### src/rtl/pgbuf_pkg.sv
package pgbuf_pkg;
    typedef enum logic [2:0] {
        ST_IDLE,
        ST_LOAD,
        ST_COMMIT,
        ST_WAIT,
        ST_DONE
    } pg_state_e;
endpackage

### src/rtl/pgbuf_store.sv
module pgbuf_store #(
    parameter int PAGE_BYTES = 64,
    parameter int DATA_W     = 8
) (
    input  logic                          clk,
    input  logic                          rst_n,
    input  logic                          clr,
    input  logic                          wr_en,
    input  logic [$clog2(PAGE_BYTES)-1:0] wr_ofs,
    input  logic [DATA_W-1:0]             wr_data,
    input  logic                          wr_keep,
    input  logic [$clog2(PAGE_BYTES)-1:0] rd_ofs,
    output logic [DATA_W-1:0]             rd_data,
    output logic                          rd_keep
);
    localparam int OFS_W = $clog2(PAGE_BYTES);

    logic [DATA_W-1:0]     data_q [PAGE_BYTES];
    logic [PAGE_BYTES-1:0] keep_q;

    always_ff @(posedge clk or negedge rst_n) begin
        if (!rst_n) begin
            keep_q <= '0;
        end else begin
            for (int i = 0; i < PAGE_BYTES; i++) begin
                if (clr)
                    keep_q[i] <= 1'b0;
                else if (wr_en && wr_ofs == OFS_W'(i))
                    keep_q[i] <= wr_keep;
            end
        end
    end

    always_ff @(posedge clk) begin
        for (int i = 0; i < PAGE_BYTES; i++) begin
            if (wr_en && wr_ofs == OFS_W'(i))
                data_q[i] <= wr_data;
        end
    end

    assign rd_data = data_q[rd_ofs];
    assign rd_keep = keep_q[rd_ofs];
endmodule

### src/rtl/pgbuf_timer.sv
module pgbuf_timer #(
    parameter int WC_CYCLES = 250000
) (
    input  logic clk,
    input  logic rst_n,
    input  logic run,
    output logic expire
);
    localparam int CW = $clog2(WC_CYCLES + 1);

    logic [CW-1:0] cnt_q;

    always_ff @(posedge clk or negedge rst_n) begin
        if (!rst_n)
            cnt_q <= '0;
        else if (!run)
            cnt_q <= '0;
        else
            cnt_q <= cnt_q + 1'b1;
    end

    assign expire = run && (cnt_q == CW'(WC_CYCLES - 1));
endmodule

### src/rtl/pgbuf_commit.sv
module pgbuf_commit
    import pgbuf_pkg::*;
#(
    parameter int ADDR_W     = 15,
    parameter int PAGE_BYTES = 64,
    parameter int WC_CYCLES  = 250000
) (
    input  logic              clk,
    input  logic              rst_n,
    input  logic              start_vld,
    input  logic [ADDR_W-1:0] start_addr,
    input  logic              byte_vld,
    input  logic [7:0]        byte_data,
    input  logic              byte_ok,
    input  logic              cs_rise,
    input  logic              cs_whole,
    output logic              arr_we,
    output logic [ADDR_W-1:0] arr_addr,
    output logic [7:0]        arr_wdata,
    output logic              busy,
    output logic              wr_done
);
    localparam int OFS_W = $clog2(PAGE_BYTES);
    localparam int PG_W  = ADDR_W - OFS_W;

    pg_state_e        state_q, state_d;
    logic [PG_W-1:0]  page_q;
    logic [OFS_W-1:0] ofs_q;
    logic [OFS_W-1:0] scan_q;
    logic             any_q;
    logic             load_en;
    logic             open_en;
    logic             expire;
    logic [7:0]       rd_data;
    logic             rd_keep;

    assign open_en = (state_q == ST_IDLE) && start_vld;
    assign load_en = (state_q == ST_LOAD) && byte_vld;

    // state register
    always_ff @(posedge clk or negedge rst_n) begin
        if (!rst_n)
            state_q <= ST_IDLE;
        else
            state_q <= state_d;
    end

    // transitions
    always_comb begin
        state_d = state_q;
        unique case (state_q)
            ST_IDLE:   if (start_vld) state_d = ST_LOAD;
            ST_LOAD:   if (cs_rise)
                           state_d = (cs_whole && (any_q || byte_vld)) ? ST_COMMIT : ST_IDLE;
            ST_COMMIT: if (scan_q == OFS_W'(PAGE_BYTES - 1)) state_d = ST_WAIT;
            ST_WAIT:   if (expire) state_d = ST_DONE;
            ST_DONE:   state_d = ST_IDLE;
            default:   state_d = ST_IDLE;
        endcase
    end

    // address and scan registers
    always_ff @(posedge clk or negedge rst_n) begin
        if (!rst_n) begin
            page_q <= '0;
            ofs_q  <= '0;
            any_q  <= 1'b0;
            scan_q <= '0;
        end else begin
            if (open_en) begin
                page_q <= start_addr[ADDR_W-1:OFS_W];
                ofs_q  <= start_addr[OFS_W-1:0];
                any_q  <= 1'b0;
            end else if (load_en) begin
                ofs_q  <= ofs_q + 1'b1;
                any_q  <= 1'b1;
            end
            scan_q <= (state_q == ST_COMMIT) ? scan_q + 1'b1 : '0;
        end
    end

    pgbuf_store #(
        .PAGE_BYTES (PAGE_BYTES),
        .DATA_W     (8)
    ) u_store (
        .clk     (clk),
        .rst_n   (rst_n),
        .clr     (open_en),
        .wr_en   (load_en),
        .wr_ofs  (ofs_q),
        .wr_data (byte_data),
        .wr_keep (byte_ok),
        .rd_ofs  (scan_q),
        .rd_data (rd_data),
        .rd_keep (rd_keep)
    );

    pgbuf_timer #(
        .WC_CYCLES (WC_CYCLES)
    ) u_timer (
        .clk    (clk),
        .rst_n  (rst_n),
        .run    (busy),
        .expire (expire)
    );

    // outputs
    always_comb begin
        busy      = 1'b0;
        wr_done   = 1'b0;
        arr_we    = 1'b0;
        arr_addr  = {page_q, scan_q};
        arr_wdata = rd_data;
        unique case (state_q)
            ST_COMMIT: begin
                busy   = 1'b1;
                arr_we = rd_keep;
            end
            ST_WAIT:   busy    = 1'b1;
            ST_DONE:   wr_done = 1'b1;
            default:   ;
        endcase
    end
endmodule

### config.mk
export PLATFORM = sky130hd
export DESIGN_NAME = pgbuf_commit
export DESIGN_NICKNAME = d
export VERILOG_FILES = /design/src/rtl/pgbuf_pkg.sv /design/src/rtl/pgbuf_store.sv /design/src/rtl/pgbuf_timer.sv /design/src/rtl/pgbuf_commit.sv
export SDC_FILE = /design/constraint.sdc
export NUM_CORES = 1
export LEC_CHECK = 0
export BUFFER_PORTS_ARGS = -buffer_cell sky130_fd_sc_hd__buf_2
export CAP_MARGIN = 30
export CORE_MARGIN = 5
export CORE_UTILIZATION = 60
export CTS_CLUSTER_SIZE = 20
export DETAILED_ROUTE_END_ITERATION = 16
export PLACE_DENSITY = 0.73
export SYNTH_ARGS = -nofsm -noshare
export SYNTH_HDL_FRONTEND = slang
export SYNTH_SLANG_ARGS = --single-unit
### constraint.sdc
create_clock -name clk -period 4.69 [get_ports clk]
set_clock_uncertainty 0.15 [all_clocks]
set_input_delay 1.1725 -clock clk [delete_from_list [all_inputs] [get_ports clk]]
set_output_delay 1.1725 -clock clk [all_outputs]
set_load 0.01 [all_outputs]
After elaboration in Yosys (flattened, before gate mapping)
Memories as Yosys holds them, arrays and structs flattened.
Index checks and enable logic that the tools add are counted.
Word-level totals
  bits in registers: 107
  latch bits: 0
  memory bits (writable): 512
  bits in read-only memories: 0
  input port bits: 30
  output and inout port bits: 26
  logic and storage cells: 811
  memories: 1
Memories
  u_store.data_q: depth 64, bits a word 8, rd ports 1, clocked after memory_dff 0, write ports 1, line pgbuf_store.sv:18  | logic [DATA_W-1:0] data_q [PAGE_BYTES];
Cells by class
  add/subtract/negate cells: 3
  $mul: 0
  divide/modulo/power cells: 0
  order comparisons: 1
  equal/unequal tests: 73
  shifts and indexed selects: 0
  muxes and demuxes: 462
  bitwise logic cells: 0
  reduce and logical (&&, ||, !) cells: 201
Operators by type and width (count)
  8-bit two-way mux: 63
  8-bit OR reduction: 63
  6-bit two-way mux: 66
  1-bit two-way mux: 325
  6-bit equality test, second input constant: 33
  2-bit nonzero test: 65
  6-bit by 5-bit equality test with 1-bit output, second input constant: 16
  1-bit logical AND: 68
  6-bit by 4-bit equality test with 1-bit output, second input constant: 8
  6-bit by 3-bit equality test with 1-bit output, second input constant: 4
  18-bit by 1-bit adder with 18-bit output, second input constant: 1
  18-bit equality test, second input constant: 1
  18-bit two-way mux: 1
  6-bit by 1-bit adder with 6-bit output, second input constant: 2
  6-bit by 2-bit equality test with 1-bit output, second input constant: 2
  3-bit two-way mux: 4
  3-bit one-hot mux with 4 select lines: 1
  2-bit inequality test, second input constant: 4
  6-bit by 7-bit < comparator with 1-bit output, second input constant: 1
  1-bit binary-select mux with 6-bit select: 1
  3-bit by 2-bit equality test with 1-bit output, second input constant: 2
  6-bit by 1-bit equality test with 1-bit output, second input constant: 1
  6-bit logical NOT: 1
  4-bit AND reduction: 1
  6 further kinds: 6

Depth between registers and ports, before layout
Gate-level depths: netlist of run 1.
  depth after elaboration: 69
  depth in mapped cells: 9
  mapped depth without buffers: 6

Cells and area by module
A second synthesis of run 1 with hierarchy kept.
Unflattened totals
  cells, all modules: 1405
  area total of the unflattened synthesis: 25129.1 µm²
By module, submodules not included
  pgbuf_store: instances 1, cells an instance 1208, area an instance 23038.3 µm², seq. area each 16976.3 µm²
  pgbuf_commit: instances 1, cells an instance 104, area an instance 1193.6 µm², seq. area each 625.6 µm²
  pgbuf_timer: instances 1, cells an instance 93, area an instance 897.1 µm², seq. area each 450.4 µm²

Least setup slack after synthesis of run 1
Ideal clock, no wire load.
  path type: reg2out
  start point: register scan_q[0]
  end point: output arr_wdata[7]
  data arrival time: 2223 ps
  required time: 3368 ps
  slack: 1144 ps
  cell stages (with the launch flop): 8
  buffers on the path: 3
  path through: dfrtp_1 -> buf_6 -> buf_8 -> buf_6 -> mux4_2 -> mux4_2 -> a221oi_2 -> a21oi_1
On the way
  word-level cells in the longest chain between the ends: 1
RTL lines
  start: declaration: line pgbuf_commit.sv:29  | logic [OFS_W-1:0] scan_q;
  start signal: assignment: line pgbuf_commit.sv:78  | scan_q <= (state_q == ST_COMMIT) ? scan_q + 1'b1 : '0;
  memory read 64 x 8 bit
  end: declaration: line pgbuf_commit.sv:19  | output logic [7:0] arr_wdata,
No other way between the ends.

Worst setup path after layout of run 1
  start point: register scan_q[0]
  end point: output arr_wdata[4]
Same word-level chain as after synthesis.

==> results of run 1 <==
[Yosys cell counts (7+ instances only)]
library cell and instances:
xor2_1 9, a2111oi_0 7, buf_1 9, nor3_1 10, and3_1 17, a211oi_1 14, nand2_1 58, mux2_2 11
inv_1 7, nor2b_1 9, clkbuf_1 64, buf_4 12, mux4_2 154, dfrtp_1 107, o21ai_0 76, and2_1 21
mux2i_1 17, nor2_1 110, nand3_1 83, a21oi_1 71, buf_2 10, a31oi_1 7, xnor2_1 12, edfxtp_1 512
[worst reg2reg max path, stage by stage, from the launching register on]
cell and delay, ps:
dfrtp_1 510, nor4bb_2 260, buf_4 270, and2_1 310, nand2_1 470, nor2_1 790
[routing by layer]
layer  vias to the layer above  track usage (%)
met5                         -                0
met4                         2             8.66
met3                       120             6.37
met2                       822             41.9
met1                      7337             36.6
li1                       6078                -
[sequential cells by signal, summed over array words and instances (netlist names)]
register        flops
state_q             3
u_store.keep_q     64
u_store.data_q    512
page_q              9
ofs_q               6
scan_q              6
u_timer.cnt_q      18
any_q               1
[final cells by class]
class | count | area [sq um]
repair buffers | 180 | 1470
inverters | 7 | 26.3
fillers | 2690 | 13000
clock inverters | 37 | 323
well taps | 539 | 674
multi-input cells | 739 | 6740
flip-flops and latches | 619 | 18100
clock buffers | 73 | 1550
[per-stage QoR]
stage	hold slack [ps]	TNS (ps)
after floorplan	305	0
after global placement	319	0
after detailed placement	335	0
after CTS	343	0
after global routing	361	-22.9
final	337	0
[power by group through the flow]
stage | Combinational (mW) | Sequential (mW) | Clock [mW]
6_report | 3.11 | 6.25 | 4.64
5_1_grt | 3.31 | 6.27 | 4.95
4_1_cts | 3.07 | 6.25 | 4.71
3_5_place_dp | 2.94 | 6.41 | 0
3_3_place_gp | 2.88 | 6.41 | 0
2_1_floorplan | 2.09 | 6.29 | 0
[kinds of logic after synthesis]
group                    Yosys count  share of synthesized area [%]
AND/OR/NAND/NOR                  334                           6.19
flip-flops                       619                           71.4
adder cells (fa/ha/maj)            6                          0.297
XOR/XNOR                          21                          0.728
multiplexers                     182                           14.9
buffers and inverters            107                           1.98
AO/OA/AOI/OAI                    196                           4.50
[final timing paths]
kind / slack (ps) / end / cells past startpoint / from
min in group asynchronous: 390 / page_q[8] / 2 / rst_n
setup / recovery: 120 / arr_wdata[4] / 9 / scan_q[0]
setup reg to reg: 1570 / u_store.data_q[27][5] / 5 / state_q[0]
max in group asynchronous: 3260 / u_store.keep_q[40] / 3 / rst_n
hold / removal: 340 / u_timer.cnt_q[0] / 1 / u_timer.cnt_q[0]
hold reg to reg: 340 / u_timer.cnt_q[0] / 1 / u_timer.cnt_q[0]
[repair_timing]
item,CTS,global route
pin swaps,0,0
cloned,0,0
resized for setup,0,5
setup endpoints to repair,9,5
hold endpoints to repair,0,0
setup buffers,5,6
==> results.sh, run 1 <==
export IMPL_status="finished, final reports clean"
export IMPL_diodes=0
export IMPL_dp_hpwl_microns=37800
export IMPL_dp_cells=2070
export IMPL_ios=56
export IMPL_pwr_share_seq_pct=44.6
export IMPL_grt_overflow=0
export IMPL_peakVddDrop_v=0.000312
export IMPL_instances_no_fill=2194
export IMPL_place_area_sq_um=26800
export IMPL_slew_violations=0
export IMPL_crit_buf_inv=4
export IMPL_cp_end_kind="output port"
export IMPL_synth_area_leader_cell="edfxtp_1"
export IMPL_grt_usage_pct=26.3
export IMPL_synth_area_top_cells="edfxtp_1 (61%), mux4_2 (14%), dfrtp_1 (11%), nand3_1 (1.6%), nor2_1 (1.6%)"
export IMPL_cp_required_ps=3370
export IMPL_clock_fmax_ghz=0.219
export IMPL_top_layer_used="met5"
export IMPL_path_cells="buf_12 > buf_12 > mux4_2 > mux4_2 > nor2_2 > a2111oi_0 > buf_4 > a31o_1 > buf_2"
export IMPL_initial_utilization_pct=60.4
export IMPL_async_flop_share_pct=17.3
export IMPL_max_slew_worst_pin_slew_ps=880
export IMPL_clk_pin_slew_worst_paths_ps=60
export IMPL_cts_root_buf="clkbuf_16"
export IMPL_fin_area_sq_um=28800
export IMPL_crit_family="multiplexers"
export IMPL_insertion_delay_ps=620
export IMPL_post_route_min_period_ps=4570
export IMPL_nets=1643
export IMPL_combPwrFrac_pct=22.2
export IMPL_yosys_area_top_type_share_pct=60.8
export IMPL_wl_met3_microns=5850
export IMPL_viasPerCell=6.54
export IMPL_vias=14400
export IMPL_portBuffers=55
export IMPL_numCtsBuffers=60
export IMPL_drive_gt1_share_pct=26.6
export IMPL_crit_path_max_fanout=12
export IMPL_yosysUniqueCellTypes=45
export IMPL_swShare_pct=27.6
export IMPL_core_area_sq_um=41900
export IMPL_ys_warn_count=0
export IMPL_final_cell_mix="edfxtp_1 (512), mux4_2 (154), nor2_1 (109), buf_4 (106), dfrtp_1 (104)"
export IMPL_power_density_nw_per_um2=485
export IMPL_timing_final_ws_setup_ps=116
export IMPL_utilization_pct=68.9
export IMPL_final_common_cell="edfxtp_1"
export IMPL_crit_type="register to output port"
export IMPL_avgSynthCellArea_sq_um=17.3
export IMPL_first_global_vias=14400
export IMPL_seq_area_frac_synth_pct=71.4
export IMPL_syn_to_final_growth_pct=14.1
export IMPL_synth_edf_count=512
export IMPL_hold_class="register to register"
export IMPL_drt_total_wl_microns=60900
export IMPL_die_x_microns=215
export IMPL_cts_tree="built"
export IMPL_slew_limit_headroom_pct=41.1
export IMPL_grt_max_degree=70
export IMPL_intPower_mw=10.1
export IMPL_fin_crit_sh_pct=97.5
export IMPL_power_mw=14.0
export IMPL_critPathMaxStageDelay_ps=550
export IMPL_routedWlPerCell_microns=27.8
export IMPL_rows=75
export IMPL_h_tree_depth=2
export IMPL_met1_length_microns=23100
export IMPL_antenna_found_initial=2
export IMPL_ant_nets=0
export IMPL_place_worst_setup_slack_ps=538
export IMPL_synth_ff_type="edfxtp_1"
export IMPL_syn_area_sq_um=25300
export IMPL_grt_pass1_wl_microns=91300
export IMPL_crit_path_top_delay_cell="mux4_2"
export IMPL_die_y_microns=215
export IMPL_globalplace_congestion=0.844
export IMPL_cts_sinks=619
export IMPL_synth_seq_cells=619
export IMPL_drt_iter0_drc=1656
export IMPL_hold_buffers=0
export IMPL_synthCells=1465
export IMPL_setup_viol=0
export IMPL_p_switching_mw=3.86
export IMPL_grt_setup_unrepaired="true"
export IMPL_maxCapViolations=0
export IMPL_pwr_share_clk_pct=33.1
export IMPL_synth_nets=1501
export IMPL_drc_errors=0
export IMPL_hold_viol=0
export IMPL_power_leakage_nw=9.84
export IMPL_die_area_sq_um=46300
export IMPL_first_pass_iters=5
export IMPL_cp_arrival_ps=3250
export IMPL_crit_path_start_kind="register"
export IMPL_met2_length_microns=29900
export IMPL_cts_buffer_depth=3
Power figures use the tool's default switching activity.
==> run 2, diff against run 1 <==
Settings changed: ABC_AREA set to 1, RECOVER_POWER set to 25.
==> run 2 against run 1 <==
  * The run now ends with capacitance limit, slew limit left
  * Sequential cell count unchanged
  * First-iteration DRC count grew 47%
  * Worst setup slack better by 30 ps
  * Fmax grew 0.67%
  * Clock-buffer cell count grew 22
  * Critical endpoint is now arr_wdata[1]
  * Largest power group unchanged
==> results.sh, run 2 <==
export IMPL_fin_area_sq_um=29300
export IMPL_synth_ff_type="edfxtp_1"
export IMPL_core_area_sq_um=44000
export IMPL_async_flop_share_pct=17.3
export IMPL_die_y_microns=220
export IMPL_grt_max_degree=145
export IMPL_crit_path_max_fanout=42
export IMPL_place_area_sq_um=27400
export IMPL_cp_end_kind="output port"
export IMPL_diodes=0
export IMPL_insertion_delay_ps=620
export IMPL_reg_largest_list="u_store.data_q (512), u_store.keep_q (64), u_timer.cnt_q (18)"
export IMPL_setup_viol=0
export IMPL_cts_buffer_depth=3
export IMPL_power_leakage_nw=11.3
export IMPL_syn_area_sq_um=26600
export IMPL_viasPerCell=5.92
export IMPL_cts_root_buf="clkbuf_16"
export IMPL_post_route_min_period_ps=4540
export IMPL_synth_nets=2558
export IMPL_drt_iter0_drc=2429
export IMPL_nets=2563
export IMPL_grt_overflow=0
export IMPL_crit_type="register to output port"
export IMPL_cts_tree="built"
export IMPL_tns_ps=0
export IMPL_routedWlPerCell_microns=21.2
export IMPL_h_tree_depth=2
export IMPL_seq_area_frac_synth_pct=68.0
export IMPL_synth_seq_cells=619
export IMPL_largest_register_ffs=512
export IMPL_cts_sinks=619
export IMPL_regMostFlops="u_store.data_q"
export IMPL_slew_limit_headroom_pct=-31.7
export IMPL_maxCapViolations=7
export IMPL_fin_crit_sh_pct=96.9
export IMPL_first_pass_iters=6
export IMPL_yosysUniqueCellTypes=38
export IMPL_peakVddDrop_v=0.000288
export IMPL_die_area_sq_um=48600
export IMPL_initial_utilization_pct=60.3
export IMPL_drt_total_wl_microns=67100
export IMPL_grt_usage_pct=27.9
export IMPL_first_global_vias=18200
export IMPL_yosys_area_top_type_share_pct=57.9
export IMPL_drc_errors=0
export IMPL_dp_hpwl_microns=40600
export IMPL_synth_most_common_cell="nand2_1"
export IMPL_clock_fmax_ghz=0.220
export IMPL_power_mw=10.8
export IMPL_grt_setup_unrepaired="false"
export IMPL_violations="capacitance limit, slew limit"
export IMPL_globalplace_congestion=0.915
export IMPL_cp_arrival_ps=3220
export IMPL_ys_warn_count=0
export IMPL_synth_area_top_cells="edfxtp_1 (58%), nand2_1 (11%), dfrtp_1 (10%), nand3_1 (9.4%), inv_1 (1.7%)"
export IMPL_die_x_microns=220
export IMPL_cts_resized=0
export IMPL_grt_pass1_wl_microns=104000
export IMPL_antenna_found_initial=0
export IMPL_hold_class="register to register"
export IMPL_ios=56
export IMPL_cp_required_ps=3370
export IMPL_whs_ps=332
export IMPL_clk_pin_slew_worst_paths_ps=60
export IMPL_numCtsBuffers=59
export IMPL_final_common_cell="nand2_1"
export IMPL_slew_violations=263
export IMPL_vias=18800
export IMPL_status="finished, violations left"
export IMPL_rows=77
export IMPL_avgSynthCellArea_sq_um=10.5
export IMPL_power_density_nw_per_um2=370
export IMPL_syn_to_final_growth_pct=10.4
export IMPL_crit_path_start_kind="register"
export IMPL_ant_nets=0
export IMPL_hold_buffers=0
export IMPL_post_cts_buffers=0
export IMPL_synth_area_leader_cell="edfxtp_1"
export IMPL_synth_edf_count=512
export IMPL_max_slew_worst_pin_slew_ps=1980
export IMPL_final_cell_mix="nand2_1 (802), edfxtp_1 (512), nand3_1 (498), inv_1 (118), dfrtp_1 (104)"
export IMPL_drive_gt1_share_pct=8.81
export IMPL_portBuffers=55
export IMPL_synth_commonest_cells="nand2_1 (803), edfxtp_1 (512), nand3_1 (499)"
export IMPL_synthCells=2522
export IMPL_hold_viol=0
==> run 2: cell count changes after synthesis, moves of 23 or more <==
cell     change
buf_2       +63
inv_1      +113
mux4_2     -154
nand2_1    +745
nand3_1    +416
nor2_2      +23
o21ai_0     -27
==> run 2: critical path, stage by stage, from the launching register on <==
cell	delay, ps
dfrtp_4	500
inv_4	490
buf_12	300
nand3_1	120
nand3_1	100
nand2_1	100
nand2_1	130
nand3_1	160
nand3_1	320
nand2_1	160
buf_2	170
==> run 2: metrics by stage <==
stage	util [%]	worst slack, ps	cells
global placement	62.0	884	3051
finish	66.6	147	3169
CTS	66.6	232	3166
detailed placement	62.2	897	3055
global route	66.6	62.4	3169
floorplan	-	1820	2522
==> run 2: final timing paths <==
kind	startpoint	to	slack, ps	cells after the start
max in group asynchronous	rst_n	u_store.keep_q[47]	2340	2
worst max-delay path	scan_q[1]	arr_wdata[1]	150	10
worst min register to register	u_timer.cnt_q[0]	u_timer.cnt_q[0]	330	1
worst min-delay path	u_timer.cnt_q[0]	u_timer.cnt_q[0]	330	1
worst max register to register	state_q[2]	u_store.data_q[49][0]	1710	5
min in group asynchronous	rst_n	u_timer.cnt_q[11]	820	1
==> run 2: layer usage <==
| metal | up-vias | wire length, microns | track usage [%] |
|---|---|---|---|
| li1 | 8641 | - | - |
| met1 | 9093 | 27300 | 39.2 |
| met2 | 902 | 31200 | 43.7 |
| met3 | 140 | 6390 | 6.65 |
| met4 | 0 | 2140 | 9.32 |
| met5 | - | 0 | 0 |
==> run 2: power by group <==
group          switching [mW]  total, mW  internal [mW]
sequential                  0       5.96           5.96
combinational           0.112      0.127         0.0152
clock                    2.00       4.75           2.75
==> run 2: cells by family (layout without fill, tap and decap cells) <==
kind of cell               after synthesis  in the layout  synth area share [%]
AOI/OAI and AO/OA                      158            158                  3.32
xor gates and xnor gates                 2              2                0.0660
adders and majority gates                6              6                 0.283
buffers and inverters                  275            330                  4.28
DFF                                    619            619                  68.0
and+or+nand+nor                       1462           1462                  24.1
==> run 2: final cells by class <==
| class | count | area (sq um) |
|---|---|---|
| Timing Repair Buffer | 94 | 722 |
| Inverter | 125 | 480 |
| Sequential cell | 619 | 18100 |
| Clock buffer | 95 | 1780 |
| Fill cell | 3296 | 14700 |
| Clock inverter | 16 | 161 |
| Multi-Input combinational cell | 1628 | 7380 |
| Tap cell | 592 | 741 |
